`src/rtl/usb_rx_pkg.sv`:
```
package usb_rx_pkg;
   // line state coded as {dp,dm}
   typedef enum logic [1:0] {
      SYM_SE0 = 2'b00,
      SYM_K   = 2'b01,
      SYM_J   = 2'b10,
      SYM_SE1 = 2'b11
   } line_sym_e;

   typedef enum logic [1:0] {
      ST_IDLE = 2'd0,
      ST_DATA = 2'd1,
      ST_EOP  = 2'd2
   } rx_state_e;
endpackage

```
`src/rtl/usb_sym_class.sv`:
```
module usb_sym_class
   import usb_rx_pkg::*;
#(
   parameter bit SWAP_LINES = 1'b0
) (
   input  logic      dp,
   input  logic      dm,
   output line_sym_e sym
);
   generate
      if (SWAP_LINES) begin : g_swap
         assign sym = line_sym_e'({dm, dp});
      end else begin : g_direct
         assign sym = line_sym_e'({dp, dm});
      end
   endgenerate
endmodule

```
`src/rtl/usb_bit_timer.sv`:
```
module usb_bit_timer #(
   parameter int FS_SPB = 4,
   parameter int LS_SPB = 32,
   parameter int FRAC   = 10,
   parameter int PER_SH = 10,
   parameter int PH_SH  = 7,
   parameter int PER_W  = 17
) (
   input  logic             clk,
   input  logic             rst_n,
   input  logic             start,
   input  logic             run,
   input  logic             nudge,
   input  logic             ld_ls,
   input  logic             ld_fs,
   output logic             smp,
   output logic [PER_W-1:0] per
);
   localparam logic [PER_W-1:0] ONE_V  = PER_W'(1) << FRAC;
   localparam logic [PER_W-1:0] FS_PER = PER_W'(FS_SPB) << FRAC;
   localparam logic [PER_W-1:0] LS_PER = PER_W'(LS_SPB) << FRAC;

   logic [PER_W-1:0] ph_q, per_q, ph_bump;

   assign smp     = run && (ph_q < ONE_V);
   assign ph_bump = (smp && nudge) ? (per_q >> PH_SH) : '0;
   assign per     = per_q;

   always_ff @(posedge clk) begin
      if (!rst_n) begin
         ph_q  <= '0;
         per_q <= FS_PER;
      end else begin
         if (start)
            ph_q <= (per_q >> 1) - ONE_V;
         else if (smp)
            ph_q <= ph_q + per_q + ph_bump - ONE_V;
         else if (run)
            ph_q <= ph_q - ONE_V;

         if (ld_ls)
            per_q <= LS_PER;
         else if (ld_fs)
            per_q <= FS_PER;
         else if (smp && nudge)
            per_q <= per_q + (per_q >> PER_SH);
      end
   end
endmodule

```
`src/rtl/usb_pre_match.sv`:
```
module usb_pre_match #(
   parameter int             LEN = 16,
   parameter logic [LEN-1:0] PAT = 16'b0000_0001_0011_1100
) (
   input  logic clk,
   input  logic rst_n,
   input  logic clr,
   input  logic shift,
   input  logic b,
   output logic hit
);
   localparam int CW = $clog2(LEN + 1);

   logic [LEN-1:0] hist_q;
   logic [CW-1:0]  cnt_q;
   logic [LEN-1:0] hist_n;

   assign hist_n = {hist_q[LEN-2:0], b};
   assign hit    = shift && (cnt_q == CW'(LEN - 1)) && (hist_n == PAT);

   always_ff @(posedge clk) begin
      if (!rst_n || clr) begin
         hist_q <= '0;
         cnt_q  <= '0;
      end else if (shift && (cnt_q < CW'(LEN))) begin
         hist_q <= hist_n;
         cnt_q  <= cnt_q + CW'(1);
      end
   end
endmodule

```
`src/rtl/usb_line_rx.sv`:
```
module usb_line_rx
   import usb_rx_pkg::*;
#(
   parameter int          FS_SPB    = 4,
   parameter int          LS_SPB    = 32,
   parameter int          FRAC      = 10,
   parameter int          STUFF_RUN = 6,
   parameter logic [15:0] PRE_PAT   = 16'b0000_0001_0011_1100
) (
   input  logic clk,
   input  logic rst_n,
   input  logic dp,
   input  logic dm,
   output logic bit_vld,
   output logic bit_dat,
   output logic sop,
   output logic eop,
   output logic pre_seen,
   output logic low_speed,
   output logic stuff_err
);
   localparam int PER_W = $clog2(LS_SPB) + FRAC + 2;
   localparam int OW    = $clog2(STUFF_RUN + 1);

   generate
      if (FS_SPB < 4) begin : g_bad_fs
         $error("FS_SPB must be at least 4");
      end
      if (LS_SPB <= FS_SPB) begin : g_bad_ls
         $error("LS_SPB must exceed FS_SPB");
      end
      if (FRAC < 10) begin : g_bad_frac
         $error("FRAC too small for drift steps");
      end
   endgenerate

   line_sym_e        sym, line_q, edge_q, ref_q;
   rx_state_e        st_q;
   logic [OW-1:0]    ones_q;
   logic             ls_q;
   logic             smp, hit, b, dec, stuff_slot;
   logic             sop_c, err_c, emit_c, nudge_c, eop_c, ld_fs;
   logic [PER_W-1:0] per_w;
   logic             in_pkt;

   usb_sym_class u_cls (.dp(dp), .dm(dm), .sym(sym));

   usb_bit_timer #(
      .FS_SPB(FS_SPB), .LS_SPB(LS_SPB), .FRAC(FRAC), .PER_W(PER_W)
   ) u_tmr (
      .clk(clk), .rst_n(rst_n), .start(sop_c), .run(in_pkt),
      .nudge(nudge_c), .ld_ls(hit), .ld_fs(ld_fs), .smp(smp), .per(per_w)
   );

   usb_pre_match #(.LEN(16), .PAT(PRE_PAT)) u_pre (
      .clk(clk), .rst_n(rst_n), .clr(sop_c), .shift(dec), .b(b), .hit(hit)
   );

   always_comb begin
      in_pkt     = (st_q == ST_DATA);
      sop_c      = (st_q == ST_IDLE) && (line_q == SYM_J) && (sym == SYM_K);
      b          = (sym == ref_q);
      dec        = smp && (sym != SYM_SE0);
      stuff_slot = (ones_q == OW'(STUFF_RUN));
      err_c      = dec && !hit && stuff_slot && b;
      emit_c     = dec && !stuff_slot;
      nudge_c    = dec && !b && ((edge_q == SYM_J) || (edge_q == SYM_K))
                   && (edge_q != sym);
      ld_fs      = (st_q == ST_EOP) && (sym != SYM_SE0) && ls_q;
      eop_c      = hit || ((st_q == ST_EOP) && (sym != SYM_SE0));
   end

   always_ff @(posedge clk) begin
      if (!rst_n) begin
         st_q      <= ST_IDLE;
         line_q    <= SYM_J;
         edge_q    <= SYM_J;
         ref_q     <= SYM_J;
         ones_q    <= '0;
         ls_q      <= 1'b0;
         bit_vld   <= 1'b0;
         bit_dat   <= 1'b0;
         sop       <= 1'b0;
         eop       <= 1'b0;
         pre_seen  <= 1'b0;
         stuff_err <= 1'b0;
      end else begin
         line_q <= sym;
         if (sym != line_q)
            edge_q <= sym;

         case (st_q)
            ST_IDLE: if (sop_c) st_q <= ST_DATA;
            ST_DATA: begin
               if (smp && (sym == SYM_SE0)) st_q <= ST_EOP;
               else if (hit || err_c)       st_q <= ST_IDLE;
            end
            ST_EOP:  if (sym != SYM_SE0) st_q <= ST_IDLE;
            default: st_q <= ST_IDLE;
         endcase

         if (sop_c)
            ref_q <= SYM_J;
         else if (smp)
            ref_q <= hit ? SYM_J : sym;

         if (sop_c)
            ones_q <= '0;
         else if (dec)
            ones_q <= (stuff_slot || !b) ? '0 : ones_q + OW'(1);

         if (hit)
            ls_q <= 1'b1;
         else if (ld_fs)
            ls_q <= 1'b0;

         bit_vld   <= emit_c;
         bit_dat   <= emit_c ? b : 1'b0;
         sop       <= sop_c;
         eop       <= eop_c;
         pre_seen  <= hit;
         stuff_err <= err_c;
      end
   end

   assign low_speed = ls_q;
endmodule

```
`config.mk`:
```
export PLATFORM = sky130hd
export DESIGN_NAME = usb_line_rx
export DESIGN_NICKNAME = d
export VERILOG_FILES = /design/src/rtl/usb_rx_pkg.sv /design/src/rtl/usb_sym_class.sv /design/src/rtl/usb_bit_timer.sv /design/src/rtl/usb_pre_match.sv /design/src/rtl/usb_line_rx.sv
export SDC_FILE = /design/constraint.sdc
export NUM_CORES = 1
export LEC_CHECK = 0
export BUFFER_PORTS_ARGS = -buffer_cell sky130_fd_sc_hd__buf_2
export CORE_ASPECT_RATIO = 0.6
export CORE_MARGIN = 2
export CORE_UTILIZATION = 46
export CTS_CLUSTER_DIAMETER = 200
export DETAILED_ROUTE_END_ITERATION = 7
export PLACE_DENSITY = 0.73
export SLEW_MARGIN = 20
export SYNTH_ARGS = -nofsm -noshare
export SYNTH_HDL_FRONTEND = slang
export SYNTH_SLANG_ARGS = --single-unit
```
`constraint.sdc`:
```
create_clock -name clk -period 4.1 [get_ports clk]
set_clock_uncertainty 0.05 [all_clocks]
set_input_delay 0 -clock clk [delete_from_list [all_inputs] [get_ports clk]]
set_output_delay 0 -clock clk [all_outputs]
set_load 0.05 [all_outputs]
```
==> results by stage, run 1 <==
Die:
- The die is 82.5 um tall.
- After floorplanning, the core was divided into 28 placement rows.
- Once the floorplan was initialized, standard cells occupied 47.7% of the core.
- From left edge to right edge, the die measures 135 um.
- The count of boundary I/O pins is 11.
- The floorplan step defined a die boundary enclosing 11100 um2.
- The floorplan step defined a core boundary enclosing 9910 um2.

Timing:
- The final cycle utilization of the critical path is 94.6%.
- Measured against its own limit, the worst slew margin works out to 42.8%.
- In the final timing run, aggregate negative setup slack is 0 ns.
- Setup repair after global routing left no endpoint under its margin.
- The final count of pins violating max slew came to 0.
- The number of setup violations in the final report is 0.
- The count of final hold-check violations was 0.
- Static timing analysis puts the maximum clock frequency at 0.258 GHz.
- The clock period minus worst slack is 3.88 ns.
- The transition at the pin with the smallest max-transition slack is 0.855 ns.

Synth:
- The synthesized instance count is 574.
- Counting distinct cell types in the post-synthesis netlist gives 64.
- For this run, the number of Yosys warnings is 0.
- Summing the sequential cell areas from Yosys gives 30.5% of the chip area.
- The biggest area contributor in the post-synthesis netlist is dfxtp_1.
- The synthesized area per cell is 8.23 um2.
- The flip-flop cell with the highest count after synthesis is dfxtp_1.
- The proportion of netlist area held by the largest area contributor is 30.5%.
- Synthesis inferred 72 register bits.
- The cell area after technology mapping is 4730 um2.
- The most repeated cell in the gate-level netlist after synthesis is dfxtp_1.
- The net count after synthesis is 625.
- Counting flops with a built-in enable in the synthesized netlist gives 0.
- By count the netlist is led by dfxtp_1, nand2_1, a21oi_1.
- Sorting the synthesized cells by area gives the leading types as dfxtp_1, ha_1, a21oi_1.
- After synthesis, the share of flip-flops with an asynchronous set or reset is 0%.

Hold path:
- The tightest min-delay check is of the in2reg type.
- The critical hold path startpoint is dp.
- The capture endpoint of the worst hold path is ref_q[1].
- Along the worst hold path, the cell count comes to 3.

Place:
- The number of I/O port buffers is 10.
- The last weighted congestion value of the routability-driven placer is 0.920.
- In this run, placement finished with an instance count of 713.
- The instance area after placement is 4950 um2.
- The half-perimeter wire length of the detailed placement result is 9750 um.

Power:
- The power per cell area is 345 nW/um2.
- The relative contribution of sequential cells to total power is 40.3%.
- The leakage dissipation is 2.11 nW.
- The share of total power dissipated in the clock network is 41.0%.
- The switching fraction of total power is 29.9%.
- Per report_power, the combinational group accounts for 18.7% of the total.
- Internal power comes to 1.29 mW.
- The switching component of the power is 549 uW.
- The worst-case IR drop observed on VDD is 0.224 mV.
- The total design power is 1.84 mW.

Worst setup path:
- The capture instance of the worst register-to-register path is u_tmr.ph_q[14].
- The setup check on the worst reg-to-reg path leaves a slack of 0.22 ns.
- The maximum fanout along the worst path is 9.
- The critical path in this run is classified as reg2reg.
- The worst setup path is captured at a flip-flop.
- The critical path required time is 4.26 ns.
- STA classifies the critical path startpoint as a flip-flop.
- Data on the critical path arrives at its endpoint at 4.04 ns.
- The startpoint identified for the worst register-to-register timing path is u_tmr.ph_q[13].
- Measured in cells, the most critical reg-to-reg path has a length of 13.

Drt:
- The average wire length per cell after detail routing is 17.5 um.
- The first-pass iteration count of the detailed router is 6.
- The post-detailed-route count of antenna-violating nets is 0.
- The number of violations reported at the end of detailed-routing iteration 0 is 478.
- After detailed routing, the total wire length is 12800 um.
- After detailed routing, the number of remaining DRC violations is 0.
- In the routed layout, each cell is associated on average with a via count of 5.91.
- The vias after detailed routing is 4338.

Clock tree:
- The clock tree root buffer cell is clkbuf_16.
- The tree built by TritonCTS fans out to 72 sinks.
- The total clock buffers created by CTS is 9.
- The CTS tree is yes.
- Clock latency on the worst-skew pair, taken at its later pin, is 0.34 ns.
- The longest clock path from root to sink contains 2 buffers.
- CTS built an H-tree with a depth of 3.
- Clock-pin slew was measured on the worst setup and hold paths at 0.06 ns.

Global routing:
- The largest net degree at the start of global routing is 26.
- The initial antenna violation count is 0.
- After global routing the overflow that remains totals 0.
- The first-pass GRT wire length is 20700 um.
- For this run, the total global-route usage over all layers was measured as 24.1%.
- The via count of the first global-routing pass is 3956.

Cells and area:
- The finished cells cover 5320 um2.
- 0 antenna diodes ended up in the layout.
- The net count reported at finish is 645.
- The post-route netlist has 9.85% of its cells at a drive strength greater than 1.
- The area growth from synthesis to layout is 12.6%.
- The filler-free cell count of the finished design is 734.

Status:
- The flow ran to the end, and the final reports show no timing, DRC or antenna violations.

Flow run:
- The number of max-capacitance violations reported is 0.
==> kinds of logic after synthesis <==
kind of cell,count (synthesis),share of synthesized area [%]
and+or+nand+nor,197,20.4
AOI/OAI and AO/OA,158,21.9
DFF,72,30.5
buffers and inverters,61,5.19
adders and majority gates,47,14.4
xor gates and xnor gates,30,5.72
muxes,9,1.91
==> worst max-delay path: stages, from the launching register on <==
cell       delay (ns)
dfxtp_1          0.39
nor4_4           0.41
buf_4            0.17
and4_1           0.22
nand2_2          0.15
nor2_1           0.15
fa_1             0.46
ha_1             0.41
a2111oi_1        0.38
o21ai_1          0.18
nand3_1          0.16
nand2_1          0.12
a2111oi_1        0.40
o31ai_1          0.10
==> how the worst max path moves through the flow <==
stage	to	slack [ns]	cells after the start	from
floorplan	u_tmr.ph_q[11]	0.02	16	st_q[0]
global placement	u_tmr.ph_q[13]	0.19	15	ref_q[1]
detailed placement	u_tmr.ph_q[13]	0.19	15	ref_q[1]
CTS	u_tmr.ph_q[15]	0.15	15	ref_q[1]
global route	u_tmr.ph_q[15]	0.02	15	ref_q[1]
finish	u_tmr.ph_q[14]	0.22	13	u_tmr.ph_q[13]
==> cell usage in the layout (no fill, tap or decap), types with 4 or more instances in the layout <==
cell	n
nand2_1	70
a22oi_1	9
dfxtp_1	72
inv_1	40
buf_2	10
nor3_1	12
nand2b_1	4
or3_1	9
a21o_1	9
o211ai_1	5
mux2i_1	9
and2_1	4
o21ai_1	5
nor2_1	55
buf_4	15
a21oi_1	58
xnor2_1	18
a211oi_1	7
o21ai_0	17
o31ai_1	4
nand4b_1	5
a31oi_1	9
nand3_1	7
xor2_1	11
ha_1	35
fa_1	11
clkbuf_16	9
==> area by class of cell <==
cell class                      count  area (um2)
Multi-Input combinational cell    441        3070
Sequential cell                    72        1440
Inverter                           42         158
Clock buffer                       11         253
Fill cell                         890        4590
Clock inverter                      5        40.0
Tap cell                          135         169
Timing Repair Buffer               28         193
==> repair_timing <==
| item | CTS | global route |
|---|---|---|
| endpoints found under the hold margin | 5 | 0 |
| hold buffers | 3 | 0 |
| gates resized for setup | 0 | 14 |
| buffers inserted | 0 | 2 |
| setup endpoints to repair | 0 | 5 |
==> power groups by stage <==
stage	registers, mW	logic [mW]	clock network (mW)
global placement	0.754	0.307	0
CTS	0.739	0.327	0.771
finish	0.740	0.344	0.754
detailed placement	0.754	0.320	0
global route	0.742	0.381	0.796
floorplan	0.749	0.243	0
==> registers in the layout, indices dropped and copies added (netlist names), 2 cells and up <==
name / flops
u_tmr.per: 17
u_pre.cnt_q: 5
st_q: 2
ref_q: 2
ones_q: 3
edge_q: 2
u_pre.hist_q: 15
u_tmr.ph_q: 17
line_q: 2
==> metrics by stage <==
| step | hold WS [ns] | setup slack, ns | util (%) |
|---|---|---|---|
| finish | 0.0459 | 0.221 | 53.7 |
| global route | 0.0827 | 0.0223 | 53.7 |
| CTS | 0.0307 | 0.151 | 53.2 |
| detailed placement | 0.310 | 0.187 | 50.0 |
| global placement | 0.297 | 0.191 | 50.0 |
| floorplan | 0.0232 | 0.0233 | - |
==> metal layers <==
metal  global-route usage (%)  wire [um]  up-vias
li1                         -          -     2086
met1                     37.2       6380     2036
met2                     32.8       4930      203
met3                     6.41       1400       13
met4                     5.47        110        0
met5                        0          0        -
No activity file was read; power rests on OpenSTA's default activity.
==> inputs of run 2 (changes only) <==
Settings changed: SYNTH_HIERARCHICAL set to 1.
==> run 2 against run 1 <==
Against the previous run:
- core utilization rose by 1.2 points
- flip-flop and latch count stayed put
- worst hold slack worse by 0.016 ns
- clock power increased by 7.3%
- register-to-register slack worse by 0.19 ns
- maximum frequency is 4.7% lower
- cell count grew 2.6%
- setup slack got worse by 0.19 ns
- total power decreased by 0.34%
- wire length increased by 5.1%
- sequential power shrank 0.7%
- sequential share of layout area is 0.72 points lower
- critical path type unchanged
- largest power group unchanged
==> results by stage, run 2 <==
Timing:
- The final cycle utilization of the critical path is 99.3% (was 94.6%).
- The final total negative setup slack was 0 ns (unchanged).
- The headroom to the max-slew limit is 49.8% (was 42.8%).
- The transition at the pin with the smallest max-transition slack came to 0.753 ns (was 0.855 ns).
- Unrepaired setup endpoints after global routing: true (was false).
- The worst path setup slack after routing is 0.0292 ns (was 0.221 ns).
- The highest clock frequency the design can meet is 0.246 GHz (was 0.258 GHz).
- The count of final hold-check violations was 0 (unchanged).
- The clock period minus worst slack came to 4.07 ns (was 3.88 ns).
- The final count of pins violating max slew is 0 (unchanged).
- The number of setup violations in the final report is 0 (unchanged).

Drt:
- The post-detailed-route count of antenna-violating nets came to 0 (unchanged).
- The average wire length per cell after detail routing is 17.9 um (was 17.5 um).
- The vias after detailed routing is 4505 (was 4338).
- The residual DRC count came to 0 (unchanged).
- The highest metal layer with signal wires is met4 (unchanged).
- The routed length on met3 is 1330 um (was 1400 um).
- The total wire length after detailed routing came to 13500 um (was 12800 um).
- The first-pass iteration count of the detailed router is 6 (unchanged).
- The length of routed met2 wiring is 5560 um (was 4930 um).
- The number of violations reported at the end of detailed-routing iteration 0 is 652 (was 478).
- The wire length on met1 is 6430 um (was 6380 um).
- The average vias per placed instance is 5.98 (was 5.91).

Die:
- The die area is 11200 um2 (was 11100 um2).
- The die width was 136 um (was 135 um).
- The count of boundary I/O pins was 11 (unchanged).
- The standard-cell row count is 28 (unchanged).
- The effective utilization at floorplan came to 47.9% (was 47.7%).
- The die outline height is 82.9 um (was 82.5 um).
- The core region area is 9980 um2 (was 9910 um2).

Power:
- The power share of the clock group came to 44.2% (was 41.0%).
- The combinational fraction of design power is 15.7% (was 18.7%).
- The switching fraction of total power is 27.7% (was 29.9%).
- The power per cell area came to 334 nW/um2 (was 345 nW/um2).
- The worst-case vdd ir drop is 0.215 mV (was 0.224 mV).
- The internal power consumption is 1.33 mW (was 1.29 mW).
- The relative contribution of sequential cells to total power was 40.1% (was 40.3%).
- The leakage dissipation is 2.31 nW (was 2.11 nW).
- The switching component of the power is 507 uW (was 549 uW).

Flow run:
- The number of max-capacitance violations reported came to 0 (unchanged).

Clock tree:
- The maximum clock path buffer count is 2 (unchanged).
- The clock net sink count is 72 (unchanged).
- The clock latency on the worst-skew pair was 0.34 ns (about the same).
- The H-tree level count came to 3 (unchanged).
- The total clock buffers created by CTS is 9 (unchanged).
- The clock tree root buffer cell was clkbuf_16 (unchanged).
- The CTS tree is yes (unchanged).
- The clock transition at the registers of the reported paths was 0.06 ns (about the same).

Synth:
- The number of library cell types mapped by synthesis is 63 (was 64).
- The proportion of netlist area held by the largest area contributor is 30.2% (was 30.5%).
- Commonest cells in the synthesized netlist: nand2_1, dfxtp_1, a21oi_1 (was dfxtp_1, nand2_1, a21oi_1).
- The portion of the post-synthesis area used by sequential elements is 30.2% (was 30.5%).
- The net count after synthesis is 640 (was 625).
- The synthesized instance count is 589 (was 574).
- The biggest area consumer among synthesized cells is dfxtp_1 (unchanged).
- The cell area after technology mapping is 4780 um2 (was 4730 um2).
- The share of flip-flops with an asynchronous set or reset came to 0% (unchanged).
- The flip-flop cell with the highest count after synthesis was dfxtp_1 (unchanged).
- The warning count from the yosys run was 6 (was 0).
- The number of enable flip-flop cells after synthesis is 0 (unchanged).
- The flip-flop and latch count after synthesis is 72 (unchanged).
- The synthesized area per cell was 8.11 um2 (was 8.23 um2).
- The most repeated cell in the gate-level netlist after synthesis is nand2_1 (was dfxtp_1).
- Biggest area contributors in the synthesized netlist: dfxtp_1, ha_1, a21oi_1 (unchanged).

Global routing:
- The overall fraction of global-route tracks in use came to 24.3% (was 24.1%).
- The largest net degree at the start of global routing was 36 (was 26).
- The initial antenna violation count was 0 (unchanged).
- The first-pass GRT wire length is 21600 um (was 20700 um).
- The overall overflow remaining after global route is 0 (unchanged).
- The via count of the first global-routing pass was 4149 (was 3956).

Cells and area:
- The net count reported at finish is 664 (was 645).
- The fill cell instance count of the final layout came to 922 (was 890).
- The area taken by flip-flops and latches is 1450 um2 (was 1440 um2).
- The area growth from synthesis to layout is 14.7% (was 12.6%).
- The antenna diode instance count is 0 (unchanged).
- The leading cell type in the layout, fill and taps excluded is nand2_1 (was dfxtp_1).
- The fraction of final layout cells sized beyond drive strength 1 was 13.6% (was 9.85%).
- The area occupied by multi-input gates is 3130 um2 (was 3070 um2).
- Commonest non-fill, non-tap cells in the layout: nand2_1, dfxtp_1, a21oi_1 (was dfxtp_1, nand2_1, a21oi_1).

Hold path:
- The type of the most critical hold path is in2reg (unchanged).

Worst setup path:
- The arrival time of the worst setup path is 4.23 ns (was 4.04 ns).
- The maximum fanout along the worst path is 4 (was 9).
- The critical path required time came to 4.26 ns (about the same).
- The kind of capture point of the worst setup path is a flip-flop (unchanged).
- The critical path launch point type was a flip-flop (unchanged).
- The kind of critical path is reg2reg (unchanged).

Place:
- The half-perimeter wire length of the detailed placement result is 9940 um (was 9750 um).
- The last weighted congestion value of the routability-driven placer is 0.906 (was 0.920).
- The pre-CTS setup slack is -0.0618 ns (was 0.187 ns).
- The number of I/O port buffers is 10 (unchanged).

Status:
- Status: completed (unchanged).
[run 2: changes by cell type after synthesis, sizes merged, moves of 7 or more]
cell | before | now
nand3 | 7 | 16
nand2b | 4 | 13
o21ai | 22 | 30
mux2i | 9 | 0
a22oi | 9 | 0
nor2 | 56 | 40
a31oi | 10 | 3
[run 2: final timing paths]
check | start | to | slack, ns | depth (start not counted)
setup / recovery | u_tmr/ph_q[14] | u_tmr/ph_q[13] | 0.03 | 17
hold / removal | dm | st_q[1] | 0.03 | 3
setup reg to reg | u_tmr/ph_q[14] | u_tmr/ph_q[13] | 0.03 | 17
hold reg to reg | u_pre/hist_q[6] | u_pre/hist_q[7] | 0.42 | 2
[run 2: logic make-up (layout without fill, tap and decap cells)]
| group | count (synthesis) | after routing | share of synthesized area (%) |
|---|---|---|---|
| and+or+nand+nor | 216 | 216 | 23.5 |
| muxes | 1 | 1 | 0.236 |
| xor gates and xnor gates | 32 | 32 | 5.87 |
| buffers and inverters | 69 | 98 | 6.10 |
| adders and majority gates | 47 | 47 | 14.2 |
| AOI/OAI and AO/OA | 152 | 152 | 20.0 |
| DFF | 72 | 72 | 30.2 |
[run 2: layout make-up]
| class | count | area share (%) |
|---|---|---|
| multi-input combinational | 448 | 57.2 |
| sequential | 72 | 26.4 |
| timing repair buffer | 37 | 4.66 |
| clock buffer | 10 | 4.36 |
| inverter | 45 | 3.13 |
| tap | 135 | 3.08 |
| clock inverter | 6 | 1.21 |
[run 2: per-stage QoR]
stage	util [%]	power, mW	hold slack [ns]	cells	cell area (um2)
2_1_floorplan	-	0.949	0.0233	589	4860
3_3_place_gp	51.0	1.01	0.338	730	5090
3_5_place_dp	51.0	1.02	0.357	730	5090
4_1_cts	54.4	1.83	0.0155	750	5430
5_1_grt	54.9	1.90	0.0385	753	5480
6_report	54.9	1.83	0.0300	753	5480
[run 2: what timing repair did]
| action | CTS | global route |
|---|---|---|
| setup endpoints to repair | 2 | 7 |
| endpoints found under the hold margin | 1 | 0 |
| buffers inserted | 3 | 3 |
| hold buffers | 1 | 0 |
| pin swaps | 7 | 8 |
| gates resized for setup | 0 | 7 |
[run 2: critical path: stages, from the launching register on]
cell      delay, ns
dfxtp_2        0.32
or3_4          0.38
or3_4          0.41
inv_4          0.07
and3_4         0.19
inv_2          0.04
nor4_4         0.15
buf_4          0.17
and2_1         0.13
fa_1           0.45
inv_1          0.12
fa_2           0.25
nand2b_4       0.15
a21oi_4        0.07
o41a_1         0.37
a311oi_2       0.31
xor2_1         0.19
a31oi_1        0.11
[run 2: metal layers]
layer  up-vias  GRT usage (%)
met5         -              0
met4         0           6.25
met3        13           5.31
met2       231           33.6
met1      2157           37.5
li1       2104              -
[run 2: power groups by stage]
stage / clock network [mW] / registers (mW) / logic [mW]
floorplan: 0 / 0.751 / 0.198
global placement: 0 / 0.748 / 0.266
detailed placement: 0 / 0.750 / 0.275
CTS: 0.820 / 0.734 / 0.278
global route: 0.852 / 0.737 / 0.314
finish: 0.809 / 0.735 / 0.287
